$ cat src/rtl/sup_pkg.sv
package sup_pkg;
  typedef enum logic [1:0] {
    CAUSE_POWER  = 2'd0,
    CAUSE_SUPPLY = 2'd1,
    CAUSE_MANUAL = 2'd2
  } cause_e;

  function automatic int unsigned us_to_cycles(input int unsigned clk_hz, input int unsigned us);
    return (clk_hz / 1_000_000) * us;
  endfunction
endpackage

$ cat src/rtl/sup_sync.sv
module sup_sync #(
  parameter int unsigned STAGES = 2,
  parameter logic        IDLE   = 1'b0
) (
  input  logic clk,
  input  logic arst_n,
  input  logic din,
  output logic dout
);
  logic [STAGES-1:0] chain_q;

  always_ff @(posedge clk or negedge arst_n) begin
    if (!arst_n) chain_q <= {STAGES{IDLE}};
    else         chain_q <= {chain_q[STAGES-2:0], din};
  end

  assign dout = chain_q[STAGES-1];
endmodule

$ cat src/rtl/sup_glitch_filter.sv
module sup_glitch_filter #(
  parameter int unsigned LEN = 4
) (
  input  logic clk,
  input  logic arst_n,
  input  logic din,
  output logic act
);
  localparam int unsigned    CW   = $clog2(LEN + 1);
  localparam logic [CW-1:0]  LAST = CW'(LEN - 1);

  logic [CW-1:0] cnt_q;

  always_ff @(posedge clk or negedge arst_n) begin
    if (!arst_n) begin
      cnt_q <= '0;
      act   <= 1'b0;
    end else if (!din) begin
      cnt_q <= '0;
      act   <= 1'b0;
    end else if (!act) begin
      if (cnt_q == LAST) act   <= 1'b1;
      else               cnt_q <= cnt_q + 1'b1;
    end
  end

  // checker: consecutive high samples seen on din, saturating at LEN
  logic [CW:0] run_q;
  always_ff @(posedge clk or negedge arst_n) begin
    if (!arst_n)                       run_q <= '0;
    else if (!din)                     run_q <= '0;
    else if (run_q < (CW+1)'(LEN))     run_q <= run_q + 1'b1;
  end

  AST_FILT_PERSIST: assert property (@(posedge clk) disable iff (!arst_n)
    $rose(act) |-> (run_q >= (CW+1)'(LEN)));
  AST_FILT_DROP: assert property (@(posedge clk) disable iff (!arst_n)
    !din |=> !act);
endmodule

$ cat src/rtl/sup_reset_gen.sv
module sup_reset_gen
  import sup_pkg::*;
#(
  parameter int unsigned CLK_HZ         = 250_000_000,
  parameter int unsigned SUP_TIMEOUT_US = 240_000,
  parameter int unsigned MAN_HOLD_US    = 240_000,
  parameter int unsigned SUP_FILT_US    = 80,
  parameter int unsigned MAN_FILT_US    = 2,
  parameter bit          ACTIVE_HIGH    = 1'b0
) (
  input  logic       clk,
  input  logic       arst_n,
  input  logic       supply_fail,
  input  logic       manual_n,
  output logic       rst_out,
  output logic [1:0] last_cause
);
  localparam int unsigned SUP_HOLD = us_to_cycles(CLK_HZ, SUP_TIMEOUT_US);
  localparam int unsigned MAN_HOLD = us_to_cycles(CLK_HZ, MAN_HOLD_US);
  localparam int unsigned SUP_FLT  = us_to_cycles(CLK_HZ, SUP_FILT_US);
  localparam int unsigned MAN_FLT  = us_to_cycles(CLK_HZ, MAN_FILT_US);
  localparam int unsigned MAX_HOLD = (SUP_HOLD > MAN_HOLD) ? SUP_HOLD : MAN_HOLD;
  localparam int unsigned MIN_HOLD = (SUP_HOLD < MAN_HOLD) ? SUP_HOLD : MAN_HOLD;
  localparam int unsigned HW       = $clog2(MAX_HOLD + 1);
  localparam logic [HW-1:0] SUP_LAST = HW'(SUP_HOLD - 1);
  localparam logic [HW-1:0] MAN_LAST = HW'(MAN_HOLD - 1);

  logic sup_s, man_req_s, sup_act, man_act;

  sup_sync #(.STAGES(2), .IDLE(1'b0)) u_sync_sup (
    .clk(clk), .arst_n(arst_n), .din(supply_fail), .dout(sup_s));
  sup_sync #(.STAGES(2), .IDLE(1'b0)) u_sync_man (
    .clk(clk), .arst_n(arst_n), .din(~manual_n), .dout(man_req_s));

  sup_glitch_filter #(.LEN(SUP_FLT)) u_filt_sup (
    .clk(clk), .arst_n(arst_n), .din(sup_s), .act(sup_act));
  sup_glitch_filter #(.LEN(MAN_FLT)) u_filt_man (
    .clk(clk), .arst_n(arst_n), .din(man_req_s), .act(man_act));

  logic          asserted_q, sup_d, man_d;
  logic [HW-1:0] hold_q;
  cause_e        cause_q;
  logic          cause_active;
  logic [HW-1:0] hold_last;

  assign cause_active = sup_act | man_act;
  assign hold_last    = (cause_q == CAUSE_MANUAL) ? MAN_LAST : SUP_LAST;

  always_ff @(posedge clk or negedge arst_n) begin
    if (!arst_n) begin
      sup_d   <= 1'b0;
      man_d   <= 1'b0;
      cause_q <= CAUSE_POWER;
    end else begin
      sup_d <= sup_act;
      man_d <= man_act;
      if (sup_act && !sup_d)      cause_q <= CAUSE_SUPPLY;
      else if (man_act && !man_d) cause_q <= CAUSE_MANUAL;
    end
  end

  always_ff @(posedge clk or negedge arst_n) begin
    if (!arst_n) begin
      asserted_q <= 1'b1;
      hold_q     <= '0;
    end else if (cause_active) begin
      asserted_q <= 1'b1;
      hold_q     <= '0;
    end else if (asserted_q) begin
      if (hold_q == hold_last) asserted_q <= 1'b0;
      else                     hold_q     <= hold_q + 1'b1;
    end
  end

  generate
    if (ACTIVE_HIGH) begin : g_pol_high
      assign rst_out = asserted_q;
    end else begin : g_pol_low
      assign rst_out = ~asserted_q;
    end
  endgenerate

  assign last_cause = cause_q;

  // checker: consecutive cycles with no cause present, saturating
  logic [HW:0] idle_q;
  always_ff @(posedge clk or negedge arst_n) begin
    if (!arst_n)                         idle_q <= '0;
    else if (cause_active)               idle_q <= '0;
    else if (idle_q <= (HW+1)'(MAX_HOLD)) idle_q <= idle_q + 1'b1;
  end

  AST_CAUSE_HOLDS: assert property (@(posedge clk) disable iff (!arst_n)
    cause_active |=> asserted_q);
  AST_MAN_FAST: assert property (@(posedge clk) disable iff (!arst_n)
    $rose(man_act) |=> asserted_q);
  AST_MIN_HOLD: assert property (@(posedge clk) disable iff (!arst_n)
    $fell(asserted_q) |-> (idle_q >= (HW+1)'(MIN_HOLD)));
  AST_CAUSE_CODE: assert property (@(posedge clk) disable iff (!arst_n)
    last_cause != 2'd3);
  AST_SUP_WINS: assert property (@(posedge clk) disable iff (!arst_n)
    ($rose(sup_act) && $rose(man_act)) |=> (last_cause == 2'd1));
endmodule

$ cat config.mk
export PLATFORM = sky130hd
export DESIGN_NAME = sup_reset_gen
export DESIGN_NICKNAME = d
export VERILOG_FILES = /design/src/rtl/sup_pkg.sv /design/src/rtl/sup_sync.sv /design/src/rtl/sup_glitch_filter.sv /design/src/rtl/sup_reset_gen.sv
export SDC_FILE = /design/constraint.sdc
export NUM_CORES = 1
export LEC_CHECK = 0
export ABC_AREA = 1
export BUFFER_PORTS_ARGS = -buffer_cell sky130_fd_sc_hd__buf_2
export CORE_MARGIN = 10
export CORE_UTILIZATION = 60
export DETAILED_ROUTE_END_ITERATION = 8
export HOLD_SLACK_MARGIN = 0.06
export PLACE_DENSITY_LB_ADDON = 0.2
export SETUP_SLACK_MARGIN = 0.4
export SYNTH_ARGS = -nofsm -noshare
export SYNTH_HDL_FRONTEND = slang
export SYNTH_SLANG_ARGS = --single-unit
$ cat constraint.sdc
create_clock -name clk -period 1.8 [get_ports clk]
set_input_delay 0.09 -clock clk [delete_from_list [all_inputs] [get_ports clk]]
set_output_delay 0.09 -clock clk [all_outputs]
set_load 0.03 [all_outputs]
==> results of run 1 <==
[layer usage]
metal  wire length [microns]  GRT usage  up-vias
met5                       0          0        -
met4                     826      0.116        0
met3                     980     0.0541       98
met2                    6330      0.359      270
met1                    4450      0.234     1859
li1                        -          -     1811
[registers in the layout, indices dropped and copies added, names as in the netlist]
name / count
u_sync_sup.chain_q: 2
u_filt_sup.cnt_q: 15
u_filt_man.act: 1
sup_d: 1
u_filt_sup.act: 1
u_filt_man.cnt_q: 9
asserted_q: 1
hold_q: 26
u_sync_man.chain_q: 2
last_cause: 2
man_d: 1
[critical path: stages (launching register included)]
cell,delay (ns)
dfrtp_1,0.50
nand2_1,0.16
nor2_2,0.14
nand2_2,0.07
nor2_4,0.14
nor2_4,0.07
nor2_4,0.16
buf_6,0.14
buf_12,0.12
nand2_2,0.06
nand2_1,0.06
[what timing repair did]
action | 4_1_cts | 5_1_grt
buffers inserted | 26 | 36
cloned | 5 | 1
endpoints found under the setup margin | 47 | 51
gates resized for setup | 36 | 87
pin swaps | 29 | 43
hold buffers | 3 | 0
endpoints found under the hold margin | 25 | 0
[final timing paths]
kind	end	slack [ns]	depth (start not counted)
min in group clk	u_sync_man.chain_q[1]	0.36	0
max	hold_q[16]	0.11	10
max in group asynchronous	hold_q[13]	0.87	3
min	u_filt_man.cnt_q[7]	0.29	2
max reg2reg	hold_q[16]	0.11	10
min reg2reg	u_sync_man.chain_q[1]	0.36	0
[layout make-up]
class                      instances  share of cell area
inverter                          51              0.0392
multi-input combinational        388               0.440
clock buffer                      10              0.0258
tap                               75              0.0190
sequential                        61               0.312
clock inverter                     5              0.0106
timing repair buffer              84               0.153
[through the flow]
stage	cells	setup TNS, ns	utilization	hold WS, ns	cell area, sq um
after floorplan	507	0	-	-0.206	3640
after global placement	588	0	0.645	0.115	3770
after detailed placement	588	0	0.645	0.124	3770
after CTS	637	0	0.757	0.290	4430
after global routing	674	-0.00340	0.845	0.326	4940
final	674	0	0.845	0.286	4940
[logic make-up (layout without fill, tap and decap cells)]
family	count (synthesis)	count (layout)	share of synthesized area
AND/OR/NAND/NOR	333	336	0.402
XOR/XNOR	14	14	0.0342
adder cells (fa/ha/maj)	4	4	0.0139
AO/OA/AOI/OAI	34	34	0.0520
flip-flops	61	61	0.426
buffers and inverters	61	150	0.0718
[report_power, final]
| part | internal [W] | leakage, nW | total, W | switching [W] |
|---|---|---|---|---|
| Sequential | 0.00141 | 0.814 | 0.00147 | 0.0000596 |
| Combinational | 0.0000881 | 1.44 | 0.000191 | 0.000103 |
| Clock | 0.000625 | 0.0919 | 0.00123 | 0.000603 |
| Total | 0.00212 | 2.35 | 0.00289 | 0.000765 |
[cells in the mapped netlist, types with 3 or more instances]
cell        n
a21oi_1     4
buf_6       3
clkbuf_1    3
dfrtp_1    60
ha_1        4
inv_1      40
inv_2       9
nand2_1   180
nand3_1    46
nand3b_1    3
nand4_1    24
nor2_1     59
nor3_1     12
o21ai_0     9
o21ai_1    15
o21bai_1    3
xor2_1     13
==> key figures, run 1 <==
Run status
  • Status: finished clean

Worst setup path
  • Worst path arrival time: 1.99 ns
  • Setup crit start: hold_q[10]
  • Worst Setup Start Kind: register
  • CP Class: reg -> reg
  • CP required: 2.09 ns
  • Reg2reg start: hold_q[10]
  • Crit-path max FO: 6
  • CP Capture Type: register

Floorplan
  • Row cnt: 28
  • Die area: ~0.0095 sq mm
  • Initial Utilization: 0.613
  • Io pins: 7
  • Die Wd: about 97 microns
  • Die Y: about 100 microns
  • Core Area: 0.00585 sq mm

Synth
  • Area share of the largest cell type after synthesis: 0.418
  • Leading post-synthesis cells by cell area: dfrtp_1 42%, nand2_1 19%, nand3_1 6.4%
  • Syn. warnings: 0
  • Gate count of the mapped netlist: 507
  • Syn avg cell area: 7.08 sq um
  • Prevailing post-synth register cell: dfrtp_1
  • Top cell type by total area after synthesis: dfrtp_1
  • EDFF count, synth: 0
  • Post-synth ARST share: 1.00
  • Seq cells post-synth: 61
  • Sequential-to-total area share from yosys stat: 0.426
  • Post-Syn Area: between 0.003 and 0.004 sq mm
  • Post-synth cell types: 33
  • Syn nets: approximately 520

Layout
  • Commonest non-fill, non-tap cell in the layout: nand2_1
  • Sequential cell area: 0.00154 sq mm
  • Fillers: between 300 and 400
  • Multi-input gate area: 0.00218 sq mm
  • Most frequent cells in the layout: 142 x nand2_1, 58 x buf_4, 48 x dfrtp_1, 46 x nor2_1, 40 x nand3_1
  • Relative area change from synthesis to final layout: 37.8%
  • ANT cells: 0
  • Nets: 603
  • Share of cells above drive strength 1: 0.351

STA
  • Final number of setup-violating endpoints: 0
  • Final Hold Viols: 0
  • Final slew viol count: 0
  • Max Fclk: approximately 590 MHz
  • Final worst clock skew: 0.0146 ns
  • RSZ-0062 raised after global routing: true
  • Max transition margin: 0.589
  • Post-layout min period: 1.69 ns
  • Fin worst setup slack: 0.106 ns
  • Worst-Margin Slew: 0.616 ns
  • Final period utilization: 0.941

Worst hold path
  • Worst Hold Class: in -> async

Clock network
  • # H-tree levels: 3
  • Worst-Skew Late Latency: 0.37 ns
  • TritonCTS Buffers: 9
  • Clock sink total: 61
  • CTS tree: yes
  • Clock Tree Buf Depth: 2
  • Root Driver: clkbuf_8
  • Clock-pin slew on the worst setup and hold paths: roughly 0.080 ns

Global routing
  • Global Route Usage Sum: 0.211
  • Largest net degree at the start of global routing: 38
  • Total gr overflow: 0
  • Vias in the first global route: 3643
  • Wire length of the first global-routing pass: 16.6 mm
  • Antenna violations before repair: 0

Placed design
  • Dpl ws: 0.00629 ns
  • DP Wirelength: 5.90 mm
  • PortBufs: 6
  • GP Congestion: 0.952

Route
  • Post-DRT Antenna Nets: 0
  • Drt first-iter violations: 427
  • Via density per instance: 5.99
  • Detailed-route DRC error count: 0
  • DRT Wirelength: 12.6 mm
  • DR vias: 4038
  • WL/cell: between 15 and 20 microns
  • First-pass detailed-route iteration total: 5

Power and ir drop
  • Worst vdd ir: 0.455 mV
  • Lkg Pwr: 2.35 nW
  • Tot Pwr: ~0.0029 W
  • Power density cells: 584 mW/mm^2

Job
  • Max Cap Viol: 0
Power figures use the tool's default switching activity.
==> run 2: changes to the inputs <==
--- a/config.mk
+++ b/config.mk
@@ -5,8 +5,9 @@
 export SDC_FILE = /design/constraint.sdc
 export NUM_CORES = 1
 export LEC_CHECK = 0
-export ABC_AREA = 1
+export ABC_AREA = 0
 export BUFFER_PORTS_ARGS = -buffer_cell sky130_fd_sc_hd__buf_2
+export CORE_ASPECT_RATIO = 0.5
 export CORE_MARGIN = 10
 export CORE_UTILIZATION = 60
 export DETAILED_ROUTE_END_ITERATION = 8
==> run 2 against run 1 <==
The run now fails in global routing. Area after synthesis down 17%. Synthesized cell count down 43%.
==> key figures, run 2 <==
Synth
  • Post-synth cell types: 44
  • Seq cells post-synth: 61
  • Post-Syn Area: 0.00297 sq mm
  • Synth Area in Adders: 0.0168
  • Top cell type by total area after synthesis: dfrtp_1
  • EDFF count, synth: 0
  • Leading post-synthesis cells by cell area: dfrtp_1 51%, xnor2_1 8.0%, and2_1 4.0%
  • Gate count of the mapped netlist: 290
  • Syn. warnings: 0
  • Largest family of logic cells by synthesized area: simple AND/OR/NAND/NOR gates
  • Synth Area in Compound Gates: 0.0825
  • Post-synthesis mux area share: 0.0101
  • Post-synth ARST share: 1.00
  • Prevailing post-synth register cell: dfrtp_1
  • Area share of the largest cell type after synthesis: 0.505
  • Post-synthesis xor/xnor area fraction: 0.0943
  • Sequential-to-total area share from yosys stat: 0.514
  • Count leader, synth: dfrtp_1
  • Post-Synth Simple-Gate Area: 0.263
  • Post-synth top cells: 60 x dfrtp_1, 27 x xnor2_1, 24 x nand2_1, 19 x and2_1, 18 x nor2_1
  • Syn nets: 298
  • Syn avg cell area: 10.2 sq um

Clock network
  • TritonCTS Buffers: 9
  • Clock Tree Buf Depth: 2
  • Clock sink total: 61
  • Root Driver: clkbuf_8
  • # H-tree levels: 3

Floorplan
  • Die Y: ~70 microns
  • Row cnt: 17
  • Die Wd: 120 microns
  • Io pins: 7
  • Initial Utilization: 0.647

STA
  • Worst_ep kind: sequential cell input
  • Post-GRT worst EP: hold_q[4]$_DFFE_PN0P_/D

Placed design
  • DP Cell Count: 377
  • PortBufs: 6
  • Dpl ws: -0.0830 ns
  • DP Wirelength: 4.31 mm
  • GP Congestion: 0.850

Global routing
  • Largest net degree at the start of global routing: 39
  • Antenna violations before repair: 0

Run status
  • Stop Error: [ERROR DPL-0033] detailed placement checks failed during check placement.
  • Failed at: global routing
  • Status: did not finish
==> run 2: cell families after synthesis <==
group	Yosys count
adder cells (fa/ha/maj)	4
multiplexers	3
AO/OA/AOI/OAI	36
buffers and inverters	15
XOR/XNOR	32
flip-flops	61
AND/OR/NAND/NOR	139
==> run 2: what timing repair did <==
item	in CTS
gates resized for setup	47
hold endpoints to repair	24
hold buffers	3
endpoints found under the setup margin	47
pin swaps	49
setup buffers	35
gates cloned	1
==> run 2: metrics by stage <==
stage	cell area (sq um)	util
floorplan	3130	-
global placement	3380	0.735
detailed placement	3380	0.735
CTS	4110	0.894
==> run 3: changes to the inputs <==
--- a/config.mk
+++ b/config.mk
@@ -7,13 +7,10 @@
 export LEC_CHECK = 0
 export ABC_AREA = 0
 export BUFFER_PORTS_ARGS = -buffer_cell sky130_fd_sc_hd__buf_2
-export CORE_ASPECT_RATIO = 0.5
 export CORE_MARGIN = 10
-export CORE_UTILIZATION = 60
+export CORE_UTILIZATION = 40
 export DETAILED_ROUTE_END_ITERATION = 8
-export HOLD_SLACK_MARGIN = 0.06
-export PLACE_DENSITY_LB_ADDON = 0.2
-export SETUP_SLACK_MARGIN = 0.4
+export PLACE_DENSITY_LB_ADDON = 0.15
 export SYNTH_ARGS = -nofsm -noshare
 export SYNTH_HDL_FRONTEND = slang
 export SYNTH_SLANG_ARGS = --single-unit
==> run 3 against run 2 <==
The flow now finishes, with violations (setup timing). Synthesized cell count unchanged. Area after synthesis unchanged.
==> key figures, run 3 <==
Worst setup path
  • Crit-path max FO: 6
  • Bufs and invs on worst path: 0
  • Reg2Reg Setup Slack: -0.11 ns
  • Worst Setup Start Kind: register
  • CP delay by family, top: simple AND/OR/NAND/NOR gates
  • Delay of the slowest critical-path stage: approximately 0.52 ns
  • Critical Path Slowest Stage Cell: or4b_1
  • CP Capture Type: register
  • CP Class: reg -> reg
  • Worst-path cell chain: or4b_1 > or3_4 > o211a_4 > a21o_1 > a21oi_2
  • CP required: 2.06 ns
  • Worst path arrival time: 2.17 ns

Route
  • First-pass detailed-route iteration total: 4
  • WL/cell: 13.3 microns
  • Via density per instance: between 4 and 5
  • Drt first-iter violations: roughly 70
  • DRT Wirelength: 5.87 mm
  • Detailed-route DRC error count: 0
  • Post-DRT Antenna Nets: 0
  • DR vias: 2204

STA
  • Final number of setup-violating endpoints: 10
  • Post-layout min period: 1.91 ns
  • Worst-Margin Slew: between 0.4 and 0.5 ns
  • Final worst clock skew: 0.00801 ns
  • RSZ-0062 raised after global routing: true
  • Final period utilization: 1.06
  • Max transition margin: 0.673
  • Max Fclk: 524 MHz
  • Final Hold Viols: 0
  • Fin worst setup slack: -0.108 ns
  • Final slew viol count: 0

Synth
  • EDFF count, synth: 0
  • Syn. warnings: 0
  • Post-synth cell types: 44
  • Post-synth ARST share: 1.00
  • Post-Syn Area: 0.00297 sq mm
  • Gate count of the mapped netlist: 290
  • Leading post-synthesis cells by cell area: dfrtp_1 51%, xnor2_1 8.0%, and2_1 4.0%
  • Sequential-to-total area share from yosys stat: 0.514
  • Prevailing post-synth register cell: dfrtp_1
  • Syn avg cell area: between 10 and 15 sq um
  • Seq cells post-synth: 61
  • Syn nets: roughly 300
  • Area share of the largest cell type after synthesis: 0.505
  • Top cell type by total area after synthesis: dfrtp_1
  • Count leader, synth: dfrtp_1
  • Post-synth top cells: 60 x dfrtp_1, 27 x xnor2_1, 24 x nand2_1, 19 x and2_1, 18 x nor2_1

Layout
  • Most frequent cells in the layout: 60 x dfrtp_1, 33 x buf_4, 27 x xnor2_1, 24 x nand2_1, 19 x and2_1
  • Final Cell Area: around 0.0036 sq mm
  • Fillers: 687
  • Most flops, register: hold_q
  • Relative area change from synthesis to final layout: 21.6%
  • Top Registers: hold_q x26, u_filt_sup.cnt_q x15, u_filt_man.cnt_q x9
  • ANT cells: 0
  • Commonest non-fill, non-tap cell in the layout: dfrtp_1
  • Nets: 346
  • Sequential cell area: 0.00153 sq mm
  • Non-filler cells, final: about 440
  • Share of cells above drive strength 1: 0.190
  • Post-Route Utilization: 0.498
  • Number of flip-flops under the largest register name: 26
  • Multi-input gate area: about 0.0014 sq mm

Clock network
  • TritonCTS Buffers: 9
  • Worst-Skew Late Latency: 0.34 ns
  • # H-tree levels: 3
  • Root Driver: clkbuf_8
  • CTS tree: yes
  • Clock-pin slew on the worst setup and hold paths: 0.07 ns
  • Clock Tree Buf Depth: 2
  • Clock sink total: ~60

Global routing
  • Global Route Usage Sum: 0.111
  • Vias in the first global route: 2160
  • Wire length of the first global-routing pass: 10.2 mm
  • Largest net degree at the start of global routing: 33
  • Antenna violations before repair: 0
  • Total gr overflow: 0

Floorplan
  • Row cnt: 31
  • Core Area: 0.00725 sq mm
  • Die Y: 106 microns
  • Io pins: 7
  • Initial Utilization: 0.410
  • Die Wd: 106 microns
  • Die area: 0.0113 sq mm

Power and ir drop
  • Flop pwr share: 0.523
  • Switching Fraction: 0.218
  • Lkg Pwr: 1.60 nW
  • Worst vdd ir: roughly 0.52 mV
  • Comb pwr share: 0.029
  • Power density cells: roughly 740 mW/mm^2
  • Tot Pwr: 0.00268 W
  • Psw: 0.000584 W
  • Clock share of power: 0.448
  • P_int: 0.00210 W

Run status
  • Status: complete, but fails checks
  • Violated checks: setup timing

Placed design
  • DP Cell Count: 419
  • Dpl ws: -0.124 ns
  • DP Wirelength: about 4 mm
  • Post-DP Area: about 0.0033 sq mm
  • GP Congestion: 0.828
  • PortBufs: 6

Job
  • Max Cap Viol: 0

Worst hold path
  • Worst Hold Class: in -> async
run 3: repair_timing:
| item | CTS | global route |
|---|---|---|
| setup endpoints to repair | 11 | 21 |
| pin swaps | 0 | 5 |
| buffers inserted | 1 | 3 |
| cloned | 0 | 0 |
| hold endpoints to repair | 62 | 0 |
| gates resized for setup | 1 | 6 |
| hold buffers | 3 | 0 |
run 3: power by group through the flow:
| stage | sequential (W) | combinational [W] | clock, W |
|---|---|---|---|
| floorplan | 0.00142 | 0.0000270 | 0 |
| global placement | 0.00143 | 0.0000684 | 0 |
| detailed placement | 0.00143 | 0.0000687 | 0 |
| CTS | 0.00140 | 0.0000737 | 0.00125 |
| global route | 0.00141 | 0.0000898 | 0.00130 |
| finish | 0.00140 | 0.0000768 | 0.00120 |
run 3: per-layer routing:
metal  vias up  track usage  part of all wire
met5         -            0                 0
met4         0       0.0406             0.014
met3         8       0.0386             0.046
met2        41        0.178              0.47
met1      1035        0.135              0.47
li1       1120            -                 -
run 3: cell families (layout without fill, tap and decap cells):
family / Yosys count / count (layout) / share of synthesized area
adders and majority gates: 4 / 4 / 0.0168
buffers and inverters: 15 / 68 / 0.0189
DFF: 61 / 61 / 0.514
AOI/OAI and AO/OA: 36 / 36 / 0.0825
and+or+nand+nor: 139 / 139 / 0.263
xor gates and xnor gates: 32 / 32 / 0.0943
muxes: 3 / 3 / 0.0101
run 3: area by class of cell:
cell class,count,share of cell area
inverter,10,0.0104
clock inverter,2,0.00970
multi-input combinational,214,0.395
tap,99,0.0343
sequential,61,0.423
timing repair buffer,42,0.0852
clock buffer,14,0.0423
run 3: worst paths after layout:
| check | from | end | depth (start not counted) |
|---|---|---|---|
| worst min-delay path | arst_n | hold_q[17] | 3 |
| worst min register to register | u_sync_man.chain_q[0] | u_sync_man.chain_q[1] | 0 |
| worst max-delay path | hold_q[13] | hold_q[24] | 5 |
| worst max register to register | hold_q[13] | hold_q[24] | 5 |
| max in group asynchronous | arst_n | asserted_q | 3 |
| min in group clk | u_sync_man.chain_q[0] | u_sync_man.chain_q[1] | 0 |
run 3: tightest hold or removal path: cells and delay by family:
family   cells  cell delay, ns
buf+inv      3            0.97
run 3: through the flow:
step / hold WS, ns / TNS (ns)
after floorplan: -0.206 / -0.148
after global placement: 0.145 / -0.583
after detailed placement: 0.143 / -0.814
after CTS: 0.309 / -0.671
after global routing: 0.330 / -1.28
final: 0.303 / -0.633
